==> src/rtl/opdec_pkg.sv <==
package opdec_pkg;

  localparam int unsigned DEF_DATA_W = 32;
  localparam int unsigned DEF_OPC_W  = 7;
  localparam int unsigned DEF_REG_AW = 4;
  localparam int unsigned DEF_IMM_W  = 16;

  typedef enum logic [1:0] {
    DK_NONE  = 2'd0,
    DK_REG   = 2'd1,
    DK_MEM   = 2'd2,
    DK_FAULT = 2'd3
  } dst_kind_e;

  typedef enum logic {
    ST_IDLE = 1'b0,
    ST_WAIT = 1'b1
  } dec_state_e;

endpackage

==> src/rtl/opdec_split.sv <==
module opdec_split #(
  parameter int unsigned DATA_W = 32,
  parameter int unsigned OPC_W  = 7,
  parameter int unsigned REG_AW = 4,
  parameter int unsigned IMM_W  = 16,
  localparam int unsigned XREG_LSB = IMM_W,
  localparam int unsigned MREG_LSB = IMM_W + REG_AW,
  localparam int unsigned IND_BIT  = IMM_W + 2 * REG_AW,
  localparam int unsigned OPC_LSB  = IND_BIT + 1,
  localparam int unsigned INSTR_W  = OPC_LSB + OPC_W
) (
  input  logic [INSTR_W-1:0] word,
  output logic [OPC_W-1:0]   opcode,
  output logic               ind,
  output logic [REG_AW-1:0]  mreg,
  output logic [REG_AW-1:0]  xreg,
  output logic [DATA_W-1:0]  imm_ext,
  output logic               imm_zero
);

  logic [IMM_W-1:0] imm_raw;

  assign opcode   = word[OPC_LSB +: OPC_W];
  assign ind      = word[IND_BIT];
  assign mreg     = word[MREG_LSB +: REG_AW];
  assign xreg     = word[XREG_LSB +: REG_AW];
  assign imm_raw  = word[IMM_W-1:0];
  assign imm_zero = (imm_raw == '0);

  generate
    if (DATA_W > IMM_W) begin : g_sext
      assign imm_ext = {{(DATA_W-IMM_W){imm_raw[IMM_W-1]}}, imm_raw};
    end else begin : g_trunc
      assign imm_ext = imm_raw[DATA_W-1:0];
    end
  endgenerate

endmodule

==> src/rtl/opdec_ea.sv <==
module opdec_ea #(
  parameter int unsigned DATA_W = 32,
  parameter int unsigned REG_AW = 4
) (
  input  logic [REG_AW-1:0] xreg,
  input  logic [DATA_W-1:0] imm_ext,
  output logic [REG_AW-1:0] rf_idx,
  input  logic [DATA_W-1:0] rf_rdata,
  output logic [DATA_W-1:0] total
);

  logic              has_idx;
  logic [DATA_W-1:0] idx_part;

  assign rf_idx   = xreg;
  assign has_idx  = (xreg != '0);
  assign idx_part = has_idx ? rf_rdata : '0;
  assign total    = imm_ext + idx_part;

endmodule

==> src/rtl/opdec_dest.sv <==
module opdec_dest
  import opdec_pkg::*;
#(
  parameter int unsigned REG_AW = 4
) (
  input  logic              is_dst,
  input  logic              ind,
  input  logic [REG_AW-1:0] xreg,
  input  logic              imm_zero,
  output dst_kind_e         kind
);

  always_comb begin
    if (!is_dst) begin
      kind = DK_NONE;
    end else if (ind) begin
      kind = DK_MEM;
    end else if ((xreg != '0) && imm_zero) begin
      kind = DK_REG;
    end else begin
      kind = DK_FAULT;
    end
  end

endmodule

==> src/rtl/opdec_ctrl.sv <==
module opdec_ctrl
  import opdec_pkg::*;
#(
  parameter int unsigned DATA_W = 32,
  parameter int unsigned OPC_W  = 7,
  parameter int unsigned REG_AW = 4
) (
  input  logic              clk,
  input  logic              rst_n,
  input  logic              in_valid,
  output logic              in_ready,
  input  logic              need_rd,
  input  logic [OPC_W-1:0]  opcode,
  input  logic [REG_AW-1:0] mreg,
  input  logic [REG_AW-1:0] xreg,
  input  dst_kind_e         kind,
  input  logic [DATA_W-1:0] total,
  output logic              mem_rd,
  output logic [DATA_W-1:0] mem_addr,
  input  logic [DATA_W-1:0] mem_rdata,
  output logic              op_valid,
  output logic [OPC_W-1:0]  op_code,
  output logic [REG_AW-1:0] op_mreg,
  output logic [DATA_W-1:0] op_value,
  output logic              dst_reg_en,
  output logic [REG_AW-1:0] dst_reg,
  output logic              dst_mem_en,
  output logic [DATA_W-1:0] dst_addr,
  output logic              addr_fault
);

  // reset: asserted asynchronously, released through two flops
  logic [1:0] rst_pipe_q;
  logic       rst_sn;

  always_ff @(posedge clk or negedge rst_n) begin
    if (!rst_n) rst_pipe_q <= 2'b00;
    else        rst_pipe_q <= {rst_pipe_q[0], 1'b1};
  end
  assign rst_sn = rst_pipe_q[1];

  dec_state_e state_q, state_d;
  logic       accept, load_dir, load_ind, out_en;

  // held fields while the indirect read is outstanding
  logic [OPC_W-1:0]  p_opcode_q;
  logic [REG_AW-1:0] p_mreg_q, p_xreg_q;
  dst_kind_e         p_kind_q;
  logic [DATA_W-1:0] p_total_q;

  // next values of the output registers
  logic [OPC_W-1:0]  code_d;
  logic [REG_AW-1:0] mreg_d, dreg_d;
  logic [DATA_W-1:0] value_d, daddr_d;
  dst_kind_e         kind_d;

  assign in_ready = rst_sn && (state_q == ST_IDLE);
  assign accept   = in_valid && in_ready;
  assign mem_rd   = accept && need_rd;
  assign mem_addr = total;
  assign load_dir = accept && !need_rd;
  assign load_ind = (state_q == ST_WAIT);
  assign out_en   = load_dir || load_ind;

  always_comb begin
    state_d = state_q;
    case (state_q)
      ST_IDLE: if (mem_rd) state_d = ST_WAIT;
      ST_WAIT: state_d = ST_IDLE;
      default: state_d = ST_IDLE;
    endcase
  end

  always_comb begin
    if (load_ind) begin
      code_d  = p_opcode_q;
      mreg_d  = p_mreg_q;
      dreg_d  = p_xreg_q;
      kind_d  = p_kind_q;
      value_d = mem_rdata;
      daddr_d = p_total_q;
    end else begin
      code_d  = opcode;
      mreg_d  = mreg;
      dreg_d  = xreg;
      kind_d  = kind;
      value_d = total;
      daddr_d = total;
    end
  end

  always_ff @(posedge clk or negedge rst_sn) begin
    if (!rst_sn) begin
      state_q  <= ST_IDLE;
      op_valid <= 1'b0;
    end else begin
      state_q  <= state_d;
      op_valid <= out_en;
    end
  end

  always_ff @(posedge clk or negedge rst_sn) begin
    if (!rst_sn) begin
      p_opcode_q <= '0;
      p_mreg_q   <= '0;
      p_xreg_q   <= '0;
      p_kind_q   <= DK_NONE;
      p_total_q  <= '0;
    end else if (mem_rd) begin
      p_opcode_q <= opcode;
      p_mreg_q   <= mreg;
      p_xreg_q   <= xreg;
      p_kind_q   <= kind;
      p_total_q  <= total;
    end
  end

  always_ff @(posedge clk or negedge rst_sn) begin
    if (!rst_sn) begin
      op_code    <= '0;
      op_mreg    <= '0;
      op_value   <= '0;
      dst_reg    <= '0;
      dst_addr   <= '0;
      dst_reg_en <= 1'b0;
      dst_mem_en <= 1'b0;
      addr_fault <= 1'b0;
    end else if (out_en) begin
      op_code    <= code_d;
      op_mreg    <= mreg_d;
      op_value   <= value_d;
      dst_reg    <= dreg_d;
      dst_addr   <= daddr_d;
      dst_reg_en <= (kind_d == DK_REG);
      dst_mem_en <= (kind_d == DK_MEM);
      addr_fault <= (kind_d == DK_FAULT);
    end
  end

  AST_RD_THEN_STROBE: assert property (@(posedge clk) disable iff (!rst_n)
    mem_rd |=> ##1 op_valid);
  AST_RD_BLOCKS_NEXT: assert property (@(posedge clk) disable iff (!rst_n)
    mem_rd |=> !in_ready);
  AST_FAULT_NO_READ: assert property (@(posedge clk) disable iff (!rst_n)
    (accept && kind == DK_FAULT) |-> !mem_rd);
  AST_DST_EXCLUSIVE: assert property (@(posedge clk) disable iff (!rst_n)
    $onehot0({dst_reg_en, dst_mem_en, addr_fault}));
  AST_DST_REG_NONZERO: assert property (@(posedge clk) disable iff (!rst_n)
    dst_reg_en |-> (dst_reg != '0));

endmodule

==> src/rtl/operand_decode.sv <==
module operand_decode
  import opdec_pkg::*;
#(
  parameter int unsigned DATA_W = DEF_DATA_W,
  parameter int unsigned OPC_W  = DEF_OPC_W,
  parameter int unsigned REG_AW = DEF_REG_AW,
  parameter int unsigned IMM_W  = DEF_IMM_W,
  localparam int unsigned INSTR_W = OPC_W + 1 + 2 * REG_AW + IMM_W
) (
  input  logic               clk,
  input  logic               rst_n,
  input  logic               in_valid,
  output logic               in_ready,
  input  logic [INSTR_W-1:0] in_word,
  input  logic               in_is_dst,
  output logic [REG_AW-1:0]  rf_idx,
  input  logic [DATA_W-1:0]  rf_rdata,
  output logic               mem_rd,
  output logic [DATA_W-1:0]  mem_addr,
  input  logic [DATA_W-1:0]  mem_rdata,
  output logic               op_valid,
  output logic [OPC_W-1:0]   op_code,
  output logic [REG_AW-1:0]  op_mreg,
  output logic [DATA_W-1:0]  op_value,
  output logic               dst_reg_en,
  output logic [REG_AW-1:0]  dst_reg,
  output logic               dst_mem_en,
  output logic [DATA_W-1:0]  dst_addr,
  output logic               addr_fault
);

  logic [OPC_W-1:0]  f_opcode;
  logic              f_ind, f_imm_zero;
  logic [REG_AW-1:0] f_mreg, f_xreg;
  logic [DATA_W-1:0] f_imm, ea_total;
  dst_kind_e         d_kind;

  opdec_split #(
    .DATA_W(DATA_W), .OPC_W(OPC_W), .REG_AW(REG_AW), .IMM_W(IMM_W)
  ) u_split (
    .word     (in_word),
    .opcode   (f_opcode),
    .ind      (f_ind),
    .mreg     (f_mreg),
    .xreg     (f_xreg),
    .imm_ext  (f_imm),
    .imm_zero (f_imm_zero)
  );

  opdec_ea #(.DATA_W(DATA_W), .REG_AW(REG_AW)) u_ea (
    .xreg     (f_xreg),
    .imm_ext  (f_imm),
    .rf_idx   (rf_idx),
    .rf_rdata (rf_rdata),
    .total    (ea_total)
  );

  opdec_dest #(.REG_AW(REG_AW)) u_dest (
    .is_dst   (in_is_dst),
    .ind      (f_ind),
    .xreg     (f_xreg),
    .imm_zero (f_imm_zero),
    .kind     (d_kind)
  );

  opdec_ctrl #(.DATA_W(DATA_W), .OPC_W(OPC_W), .REG_AW(REG_AW)) u_ctrl (
    .clk        (clk),
    .rst_n      (rst_n),
    .in_valid   (in_valid),
    .in_ready   (in_ready),
    .need_rd    (f_ind),
    .opcode     (f_opcode),
    .mreg       (f_mreg),
    .xreg       (f_xreg),
    .kind       (d_kind),
    .total      (ea_total),
    .mem_rd     (mem_rd),
    .mem_addr   (mem_addr),
    .mem_rdata  (mem_rdata),
    .op_valid   (op_valid),
    .op_code    (op_code),
    .op_mreg    (op_mreg),
    .op_value   (op_value),
    .dst_reg_en (dst_reg_en),
    .dst_reg    (dst_reg),
    .dst_mem_en (dst_mem_en),
    .dst_addr   (dst_addr),
    .addr_fault (addr_fault)
  );

endmodule

==> config.mk <==
export PLATFORM = sky130hd
export DESIGN_NAME = operand_decode
export DESIGN_NICKNAME = d
export VERILOG_FILES = /design/src/rtl/opdec_pkg.sv /design/src/rtl/opdec_split.sv /design/src/rtl/opdec_ea.sv /design/src/rtl/opdec_dest.sv /design/src/rtl/opdec_ctrl.sv /design/src/rtl/operand_decode.sv
export SDC_FILE = /design/constraint.sdc
export NUM_CORES = 1
export LEC_CHECK = 0
export BUFFER_PORTS_ARGS = -buffer_cell sky130_fd_sc_hd__buf_2
export CORE_MARGIN = 2
export CORE_UTILIZATION = 49
export CTS_CLUSTER_DIAMETER = 50
export DETAILED_ROUTE_END_ITERATION = 12
export GPL_TIMING_DRIVEN = 0
export PLACE_DENSITY = 0.78
export SYNTH_ARGS = -nofsm -noshare
export SYNTH_HDL_FRONTEND = slang
export SYNTH_HIERARCHICAL = 1
export SYNTH_SLANG_ARGS = --single-unit
==> constraint.sdc <==
create_clock -name clk -period 4.8 [get_ports clk]
set_clock_uncertainty 0.05 [all_clocks]
set_input_delay 0.96 -clock clk [delete_from_list [all_inputs] [get_ports clk]]
set_output_delay 0.96 -clock clk [all_outputs]
set_load 0.03 [all_outputs]
==> metrics.txt, run 1 <==
outcome finished with violations; violated checks negative setup slack; crit path to mem_addr[31]; Design Power ~5100 µW; multi-input logic area 0.004686 mm²; ANT cells 0; TNS Setup -242.9 ps; max_cap viols 0; full die area between 0.015 and 0.02 mm²; Die Y roughly 140 µm; vias per cell 5.458; maximum number of pins on one net before global-route repair 72; CTS tree yes; slew at the pin closest to its max-slew limit between 800 and 900 ps; dpl ws -930.7 ps; H-tree depth 4; Crit Path Class in -> out; vias in the first global route 6,666; power density cells ~450 mW/mm²; clk slew on worst S/H paths roughly 60 ps; FF-to-FF End u_ctrl/p_opcode_q[0]$_DFFE_PN0P_; fin crit period around 4900 ps; Yosys reg bits roughly 140; first-pass GRT wire length ~34,000 µm; Clk Latency, worst-skew pair roughly 410 ps; post-synthesis cell count between 700 and 800; I/O pin count 221; crit path max fanout 6; Final ANT Viol Nets 0; Chip Width approximately 140 µm; Reg2Reg Depth 7; Req. time, crit path 3790 ps; async set-reset flop share out of synthesis 1.000; area share of the largest cell type after synthesis 0.4015; Layout Nets about 1,100; hpwl dp approximately 16,000 µm; initial antenna violation count 0; Yosys cell types roughly 60; syn_nets 867; tightest slew margin relative to the limit 0.4416; average wire per standard cell about 19 µm; CP Launch Type input port; Tcrit/Tclk final 1.023; clock tree buffer depth 2; hold crit path type reg -> async; Starting Density 0.5038; Post-synth EDFFs 0; Worst Setup SP in_word[17]; register area 0.003382 mm²; Avg Inst Size Synth ~11 µm²; # DRC 0; CP endpoint kind primary output; Post-Route WL between 20,000 and 25,000 µm; hold buffers post-CTS 0; Post-synth top flop dfrtp_1; Synth area leader dfrtp_1; reg2reg setup slack around 2500 ps; Warnings, synthesis 6; initial detailed-routing violation count about 340; worst setup margin -111.0 ps; clock share of power 0.248; RSZ-0062 raised after global routing yes; design area 0.01142 mm²; sequential-to-total area share from yosys stat 0.4015; critical path arrival around 3900 ps; count leader, synth mux2_2; switch share 0.3786; cell area after placement 0.009788 mm²; Synth-to-Final Area Change 35.70%; Final Max Slew Viols 0; clock sinks 135; CTS Buf Count 17; row cnt 47; Placer Congestion 0.8698; 1st-pass router iterations 5; Final Hold Viols 0; # port buffers 204; layout cells sized above 1 0.6200; top post-synthesis cells by count 142 x mux2_2, 135 x dfrtp_1, 85 x buf_4; GRT Util Overall 0.2436; Core Region between 0.015 and 0.02 mm²; Regs by FF count u_ctrl/dst_addr: 32 flops, u_ctrl/op_value: 32 flops, u_ctrl/p_total_q: 32 flops; leakage power 0.005546 µW; top cells by area, synth dfrtp_1 40%, mux2_2 19%, buf_4 7.6%, ha_1 4.6%, a21o_1 3.6%; grt ovf 0; power share of the sequential group 0.321; Logic pwr share 0.430; root buffer cell clkbuf_16; P_sw ~1900 µW; fmax between 0.2 and 0.25 GHz; Fill cells ~1,200; Post-Syn Area 0.008414 mm²; final setup violation count 5; fin util 0.6837; worst r2r src u_ctrl/rst_pipe_q[1]$_DFF_PN0_; via count 6,702; maximum vdd drop slightly above 300 µV; Internal Power between 3000 and 4000 µW
[power groups by stage]
stage          logic, µW  clock network, µW  registers [µW]
4_1_cts             2090               1300            1650
3_3_place_gp        1910                  0            1670
3_5_place_dp        1960                  0            1670
2_1_floorplan        966                  0            2100
5_1_grt             2330               1350            1700
6_report            2220               1280            1660
[layout by cell type, fill, tap and decap left out, drive strengths merged, types with 4 or more instances in the layout]
| cell type | n |
|---|---|
| nor2b | 36 |
| inv | 13 |
| ha | 31 |
| o211ai | 4 |
| xnor2 | 19 |
| dfrtp | 135 |
| mux2 | 146 |
| clkbuf | 22 |
| nor2 | 8 |
| nor4 | 8 |
| a21o | 40 |
| nand4 | 5 |
| nand2 | 24 |
| a31oi | 7 |
| xor2 | 11 |
| buf | 357 |
| a21oi | 34 |
| nand3 | 10 |
| o21ai | 16 |
| clkinv | 6 |
| a22o | 32 |
[per-layer routing]
layer,vias up,GRT usage,share of wire
li1,3088,-,-
met1,3348,0.3197,0.43
met2,234,0.4072,0.50
met3,32,0.04317,0.053
met4,0,0.08623,0.018
met5,-,0,0
[worst max-delay path: stages]
cell and delay (ps):
buf_8 100, nor4_4 270, buf_6 190, buf_8 130, nor2b_1 70, ha_1 330
o211ai_2 250, o211ai_2 180, buf_4 180, a41oi_2 130, o21ai_2 110, a31o_4 270
a311oi_4 350, xnor2_2 180, buf_6 180
[through the flow]
step                      std cells  hold WS (ps)
after detailed placement       1161         99.18
after floorplan                 735         281.1
after global routing           1228         109.3
final                          1228         92.70
after CTS                      1214         101.4
after global placement         1159         284.1
[logic make-up after synthesis]
logic type	share of synthesized area
xor+xnor	0.03123
fa+ha+maj	0.04848
buf+inv	0.1148
flops	0.4015
compound gates	0.1367
simple gates	0.06870
other cells	0.0004457
mux	0.1982
[how the worst min path moves through the flow]
stage / start / to / slack [ps]
after global routing: u_ctrl/rst_pipe_q[1]$_DFF_PN0_ / u_ctrl/op_value[18]$_DFFE_PN0P_ / 110
after CTS: u_ctrl/rst_pipe_q[1]$_DFF_PN0_ / u_ctrl/op_value[18]$_DFFE_PN0P_ / 100
after global placement: u_ctrl/rst_pipe_q[0]$_DFF_PN0_ / u_ctrl/rst_pipe_q[1]$_DFF_PN0_ / 280
after floorplan: u_ctrl/rst_pipe_q[0]$_DFF_PN0_ / u_ctrl/rst_pipe_q[1]$_DFF_PN0_ / 280
after detailed placement: u_ctrl/rst_pipe_q[1]$_DFF_PN0_ / u_ctrl/op_value[14]$_DFFE_PN0P_ / 100
final: u_ctrl/rst_pipe_q[1]$_DFF_PN0_ / u_ctrl/op_value[18]$_DFFE_PN0P_ / 90
[layout make-up]
class / instances / share of cell area
flip-flops and latches: 135 / 0.2962
plain buffers: 109 / 0.08087
repair buffers: 252 / 0.1345
inverters: 10 / 0.003287
clock buffers: 18 / 0.03758
clock inverters: 14 / 0.01315
well taps: 220 / 0.02411
multi-input cells: 470 / 0.4104
[timing repair]
action	4_1_cts	5_1_grt
endpoints found under the hold margin	0	0
buffers inserted	27	17
pin swaps	33	50
setup endpoints to repair	28	22
cloned	0	2
resized for setup	78	77
Power figures use the tool's default switching activity.
==> inputs of run 2 (changes only) <==
CORE_UTILIZATION = 25   (was 49)
PLACE_DENSITY = not set   (was 0.78)
==> metrics.txt, run 2 (synthesis gave the netlist of run 1 again) <==
Met3 Routed Length 1875 µm (was 1232 µm); GRT Util Overall 0.1489 (was 0.2436); grt ovf 0 (unchanged); Tcrit/Tclk final 1.009 (was 1.023); Clk Latency, worst-skew pair 430 ps (was 410 ps); row cnt 67 (was 47); wire length on met1 10,950 µm (was 9916 µm); Placer Congestion 0.8237 (was 0.8698); WL met2 12,330 µm (was 11,600 µm); Chip Width 187.5 µm (was 135.0 µm); layout cells sized above 1 0.6171 (was 0.6200); power density cells 432.0 mW/mm² (was 451.0 mW/mm²); RSZ-0062 raised after global routing yes (unchanged); cell area after placement 0.01007 mm² (was 0.009788 mm²); Regs by FF count u_ctrl/dst_addr: 32 flops, u_ctrl/op_value: 32 flops, u_ctrl/p_total_q: 32 flops (unchanged); design area 0.01179 mm² (was 0.01142 mm²); maximum vdd drop 226.3 µV (was 308.7 µV); tightest slew margin relative to the limit 0.5938 (was 0.4416); CTS Buf Count 17 (unchanged); vias in the first global route 6,680 (was 6,666); full die area 0.03514 mm² (was 0.01824 mm²); clk slew on worst S/H paths 60 ps (about the same); Req. time, crit path 3790 ps (about the same); Die Y 187.5 µm (was 135.0 µm); hold crit path type reg -> async (unchanged); initial antenna violation count 8 (was 0); leakage power 0.005546 µW (about the same); most frequent cells in the layout 194 x buf_2, 142 x mux2_2, 134 x dfrtp_1 (was 195 x buf_2, 142 x mux2_2, 134 x dfrtp_1); Final Max Slew Viols 0 (unchanged); initial detailed-routing violation count 189 (was 337); clock tree buffer depth 2 (unchanged); CP Launch Type input port (unchanged); average wire per standard cell 17.52 µm (was 18.86 µm); Core Region 0.03336 mm² (was 0.01670 mm²); clock sinks 135 (unchanged); slew at the pin closest to its max-slew limit 603.7 ps (was 831.2 ps); TNS Setup -41.11 ps (was -242.9 ps); violated checks negative setup slack (unchanged); Starting Density 0.2522 (was 0.5038); outcome finished with violations (unchanged); fmax 0.2066 GHz (was 0.2036 GHz); first-pass GRT wire length 39,550 µm (was 34,450 µm); most common cell after layout, fill and taps aside buf_2 (unchanged); Placed Instances 1,389 (was 1,161); CTS tree yes (unchanged); fin crit period 4841 ps (was 4911 ps); hpwl dp 18,470 µm (was 15,930 µm); fin cells 1,455 (was 1,228); I/O pin count 221 (unchanged); Layout Nets 1,122 (was 1,127); H-tree depth 4 (unchanged); Synth-to-Final Area Change 40.12% (was 35.70%); worst setup margin -41.11 ps (was -111.0 ps); crit path max fanout 6 (unchanged); # port buffers 204 (unchanged); critical path arrival 3830 ps (was 3900 ps); final setup violation count 1 (was 5); Final Hold Viols 0 (unchanged); DR top layer met5 (was met4); # DRC 0 (unchanged); 1st-pass router iterations 4 (was 5); vias per cell 4.453 (was 5.458); Final Hold Slack 111.8 ps (was 92.70 ps); Crit Path Class in -> out (unchanged); max_cap viols 0 (unchanged); via count 6,479 (was 6,702); CP endpoint kind primary output (unchanged); maximum number of pins on one net before global-route repair 68 (was 72); Final ANT Viol Nets 0 (unchanged); root buffer cell clkbuf_16 (unchanged); Post-Route WL 25,500 µm (was 23,160 µm)
run 2: repair_timing:
item,in CTS,in global routing
hold buffers,0,0
endpoints found under the setup margin,26,22
gates resized for setup,119,45
pin swaps,43,21
buffers inserted,31,16
gates cloned,1,0
run 2: per-stage QoR:
step           worst slack, ps    util  total power [µW]
5_1_grt                 -196.9  0.3531              5397
3_3_place_gp             -1048  0.3002              3566
2_1_floorplan            6.442       -              3067
3_5_place_dp             -1062  0.3019              3613
6_report                -41.11  0.3534              5093
4_1_cts                 -54.39  0.3434              5095
run 2: worst paths after layout:
kind | start | endpoint | slack, ps | cells after the start
setup reg to reg | u_ctrl/rst_pipe_q[1]$_DFF_PN0_ | u_ctrl/p_opcode_q[0]$_DFFE_PN0P_ | 2830 | 6
hold / removal | u_ctrl/rst_pipe_q[1]$_DFF_PN0_ | u_ctrl/op_mreg[3]$_DFFE_PN0P_ | 110 | 0
max in group asynchronous | u_ctrl/rst_pipe_q[1]$_DFF_PN0_ | u_ctrl/op_value[18]$_DFFE_PN0P_ | 3990 | 1
hold reg to reg | u_ctrl/rst_pipe_q[1]$_DFF_PN0_ | u_ctrl/op_mreg[3]$_DFFE_PN0P_ | 110 | 0
min in group clk | u_ctrl/rst_pipe_q[0]$_DFF_PN0_ | u_ctrl/rst_pipe_q[1]$_DFF_PN0_ | 310 | 0
setup / recovery | in_word[18] | mem_addr[29] | -40 | 16
run 2: metal layers:
metal,GRT usage,vias up
met4,0.03392,10
li1,-,3073
met3,0.04972,24
met2,0.2456,169
met1,0.1887,3203
met5,0,-
run 2: worst max-delay path, cell delays in order:
cell and delay [ps]:
buf_12 110, nor4_4 270, buf_6 170, buf_12 110
clkbuf_16 140, nor2b_1 50, ha_2 390, nand2_1 110
nor2_4 180, a311o_1 250, a21oi_4 90, o31a_1 250
buf_6 140, o31ai_4 200, o311a_4 270, buf_6 130
run 2: layout make-up:
cell class	instances	area, µm²
Antenna cell	4	10.01
Buffer	102	884.6
Clock buffer	21	460.4
Clock inverter	11	100.1
Fill cell	3425	21570
Inverter	10	37.54
Multi-Input combinational cell	470	4756
Sequential cell	135	3382
Tap cell	448	560.5
Timing Repair Buffer	254	1599
run 2: where the power goes:
group          internal [µW]  switching, µW  leakage (µW)
sequential              1490            161       0.00162
clock                    738            531      0.000262
combinational            947           1230       0.00366
==> inputs of run 3 (changes only) <==
MAX_ROUTING_LAYER = met4   (was not set)
clock period = 4.4 ns   (was 4.8 ns; I/O delays follow)
==> metrics.txt, run 3 (synthesis gave the netlist of run 1 again) <==
grt ovf 0 (unchanged); multi-input logic area 0.004961 mm² (was 0.004756 mm²); initial antenna violation count 5 (was 8); hpwl dp 18,730 µm (was 18,470 µm); Final Hold Slack 159.3 ps (was 111.8 ps); CP Launch Type input port (unchanged); register area 0.003382 mm² (unchanged); worst setup margin -257.2 ps (was -41.11 ps); most common cell after layout, fill and taps aside buf_2 (unchanged); root buffer cell clkbuf_16 (unchanged); CP peak stage delay 360 ps (was 390 ps); full die area 0.03514 mm² (unchanged); hold buffers post-CTS 0 (unchanged); WP depth 15 (was 16); cell area after placement 0.01015 mm² (was 0.01007 mm²); initial detailed-routing violation count 218 (was 189); I/O pin count 221 (unchanged); outcome finished with violations (unchanged); Synth-to-Final Area Change 43.05% (was 40.12%); average wire per standard cell 18.06 µm (was 17.52 µm); Slowest-stage cell, CP ha_2 (unchanged); Top delay family on crit path compound AO/OA/AOI/OAI gates (unchanged); hold crit path type in -> async (was reg -> async); Clk Latency, worst-skew pair 440 ps (was 430 ps); maximum vdd drop 256.8 µV (was 226.3 µV); final setup violation count 18 (was 1); Starting Density 0.2522 (unchanged); CTS Buf Count 17 (unchanged); Regs by FF count u_ctrl/dst_addr: 32 flops, u_ctrl/op_value: 32 flops, u_ctrl/p_total_q: 32 flops (unchanged); GRT Util Overall 0.1549 (was 0.1489); row cnt 67 (unchanged); Fill cells 3,397 (was 3,425); max_cap viols 0 (unchanged); layout cells sized above 1 0.6372 (was 0.6171); RSZ-0062 raised after global routing yes (unchanged); H-tree depth 4 (unchanged); fin util 0.3608 (was 0.3534); CP endpoint kind primary output (unchanged); fmax around 0.21 GHz; first-pass GRT wire length 39,540 µm (was 39,550 µm); crit path max fanout 5 (was 6); Final Hold Viols 0 (unchanged); vias per cell 4.462 (was 4.453); via count 6,510 (was 6,479); Post-Route WL 26,350 µm (was 25,500 µm); Crit Path Class in -> out (unchanged); fin crit period around 4700 ps; clk slew on worst S/H paths 70 ps (was 60 ps); TNS Setup -2645 ps (was -41.11 ps); Placer Congestion 0.8079 (was 0.8237); 1st-pass router iterations 4 (unchanged); worst-path cell chain buf_8 -> nor4_4 -> buf_6 -> buf_6 -> clkbuf_16 -> nor2b_1 -> ha_2 -> nand3_2 -> o22ai_2 -> a311o_1 -> a21oi_4 -> o31a_1 -> buf_4 -> o311a_4 -> buf_6 (was buf_12 -> nor4_4 -> buf_6 -> buf_12 -> clkbuf_16 -> nor2b_1 -> ha_2 -> nand2_1 -> nor2_4 -> a311o_1 -> a21oi_4 -> o31a_1 -> buf_6 -> o31ai_4 -> o311a_4 -> buf_6); Final Max Slew Viols 0 (unchanged); Chip Width 187.5 µm (unchanged); most frequent cells in the layout 190 x buf_2, 142 x mux2_2, 134 x dfrtp_1 (was 194 x buf_2, 142 x mux2_2, 134 x dfrtp_1); clock sinks 135 (unchanged); Layout Nets 1,125 (was 1,122); Final ANT Viol Nets 0 (unchanged); CTS tree yes (unchanged); CP bufs+invs 6 (unchanged); power density cells 469.5 mW/mm² (was 432.0 mW/mm²); design area 0.01204 mm² (was 0.01179 mm²); # port buffers 204 (unchanged); leakage power 0.005631 µW (was 0.005546 µW); maximum number of pins on one net before global-route repair 68 (unchanged); clock tree buffer depth 2 (unchanged); Req. time, crit path 3470 ps (was 3790 ps); # DRC 0 (unchanged); critical path arrival 3730 ps (was 3830 ps); dpl ws -1072 ps (was -1062 ps); Worst path most repeated cell buf_6 (unchanged); Core Region 0.03336 mm² (unchanged); violated checks negative setup slack (unchanged); Tcrit/Tclk final 1.058; Die Y 187.5 µm (unchanged); vias in the first global route 6,726 (was 6,680); Reg2Reg Depth 4 (was 6)
[run 3: cell count changes in the layout (fill, tap and decap cells not counted), sizes merged]
cell	previous run	this run
buf	353	358
clkinvlp	5	2
diode	4	5
inv	11	15
clkbuf	24	21
[run 3: cell type report]
class	count	share of cell area
timing repair buffer	258	0.1369
clock inverter	12	0.009979
multi-input combinational	470	0.4122
inverter	10	0.003119
antenna	5	0.001040
buffer	101	0.07214
sequential	135	0.2810
clock buffer	20	0.03711
tap	448	0.04657
[run 3: final timing paths]
path                       slack (ps)                                to                            from
min in group clk                  300    u_ctrl/rst_pipe_q[1]$_DFF_PN0_  u_ctrl/rst_pipe_q[0]$_DFF_PN0_
max in group asynchronous        3440  u_ctrl/p_total_q[16]$_DFFE_PN0P_  u_ctrl/rst_pipe_q[1]$_DFF_PN0_
max reg2reg                      2610   u_ctrl/op_value[16]$_DFFE_PN0P_  u_ctrl/rst_pipe_q[1]$_DFF_PN0_
min reg2reg                       180     u_ctrl/dst_reg[2]$_DFFE_PN0P_  u_ctrl/rst_pipe_q[1]$_DFF_PN0_
min                               160    u_ctrl/rst_pipe_q[1]$_DFF_PN0_                           rst_n
max                              -260                      mem_addr[29]                     in_word[18]
[run 3: worst register-to-register path, stage by stage (launching register included)]
cell	delay (ps)
dfrtp_4	630
a31oi_2	220
buf_6	210
buf_6	210
mux2_2	350
[run 3: power by group]
part | internal, µW | leakage [µW] | total, µW | switching (µW)
sequential | 1620 | 0.00162 | 1800 | 181
clock | 803 | 0.000272 | 1410 | 612
combinational | 1060 | 0.00374 | 2440 | 1370
total | 3490 | 0.00563 | 5650 | 2160
[run 3: per-layer routing]
metal | GRT usage | wire length, µm
met1 | 0.1920 | 11670
met2 | 0.2436 | 12480
met3 | 0.04428 | 1569
met4 | 0.04997 | 625
met5 | - | 0
[run 3: what timing repair did]
item,in CTS,in global routing
buffers inserted,33,18
resized for setup,122,77
endpoints found under the setup margin,27,25
cloned,1,0
pin swaps,50,32
[run 3: through the flow]
stage | power, µW | instances
final | 5651 | 1459
after global routing | 5970 | 1459
after CTS | 5622 | 1444
after detailed placement | 3961 | 1389
after global placement | 3911 | 1387
after floorplan | 3358 | 735
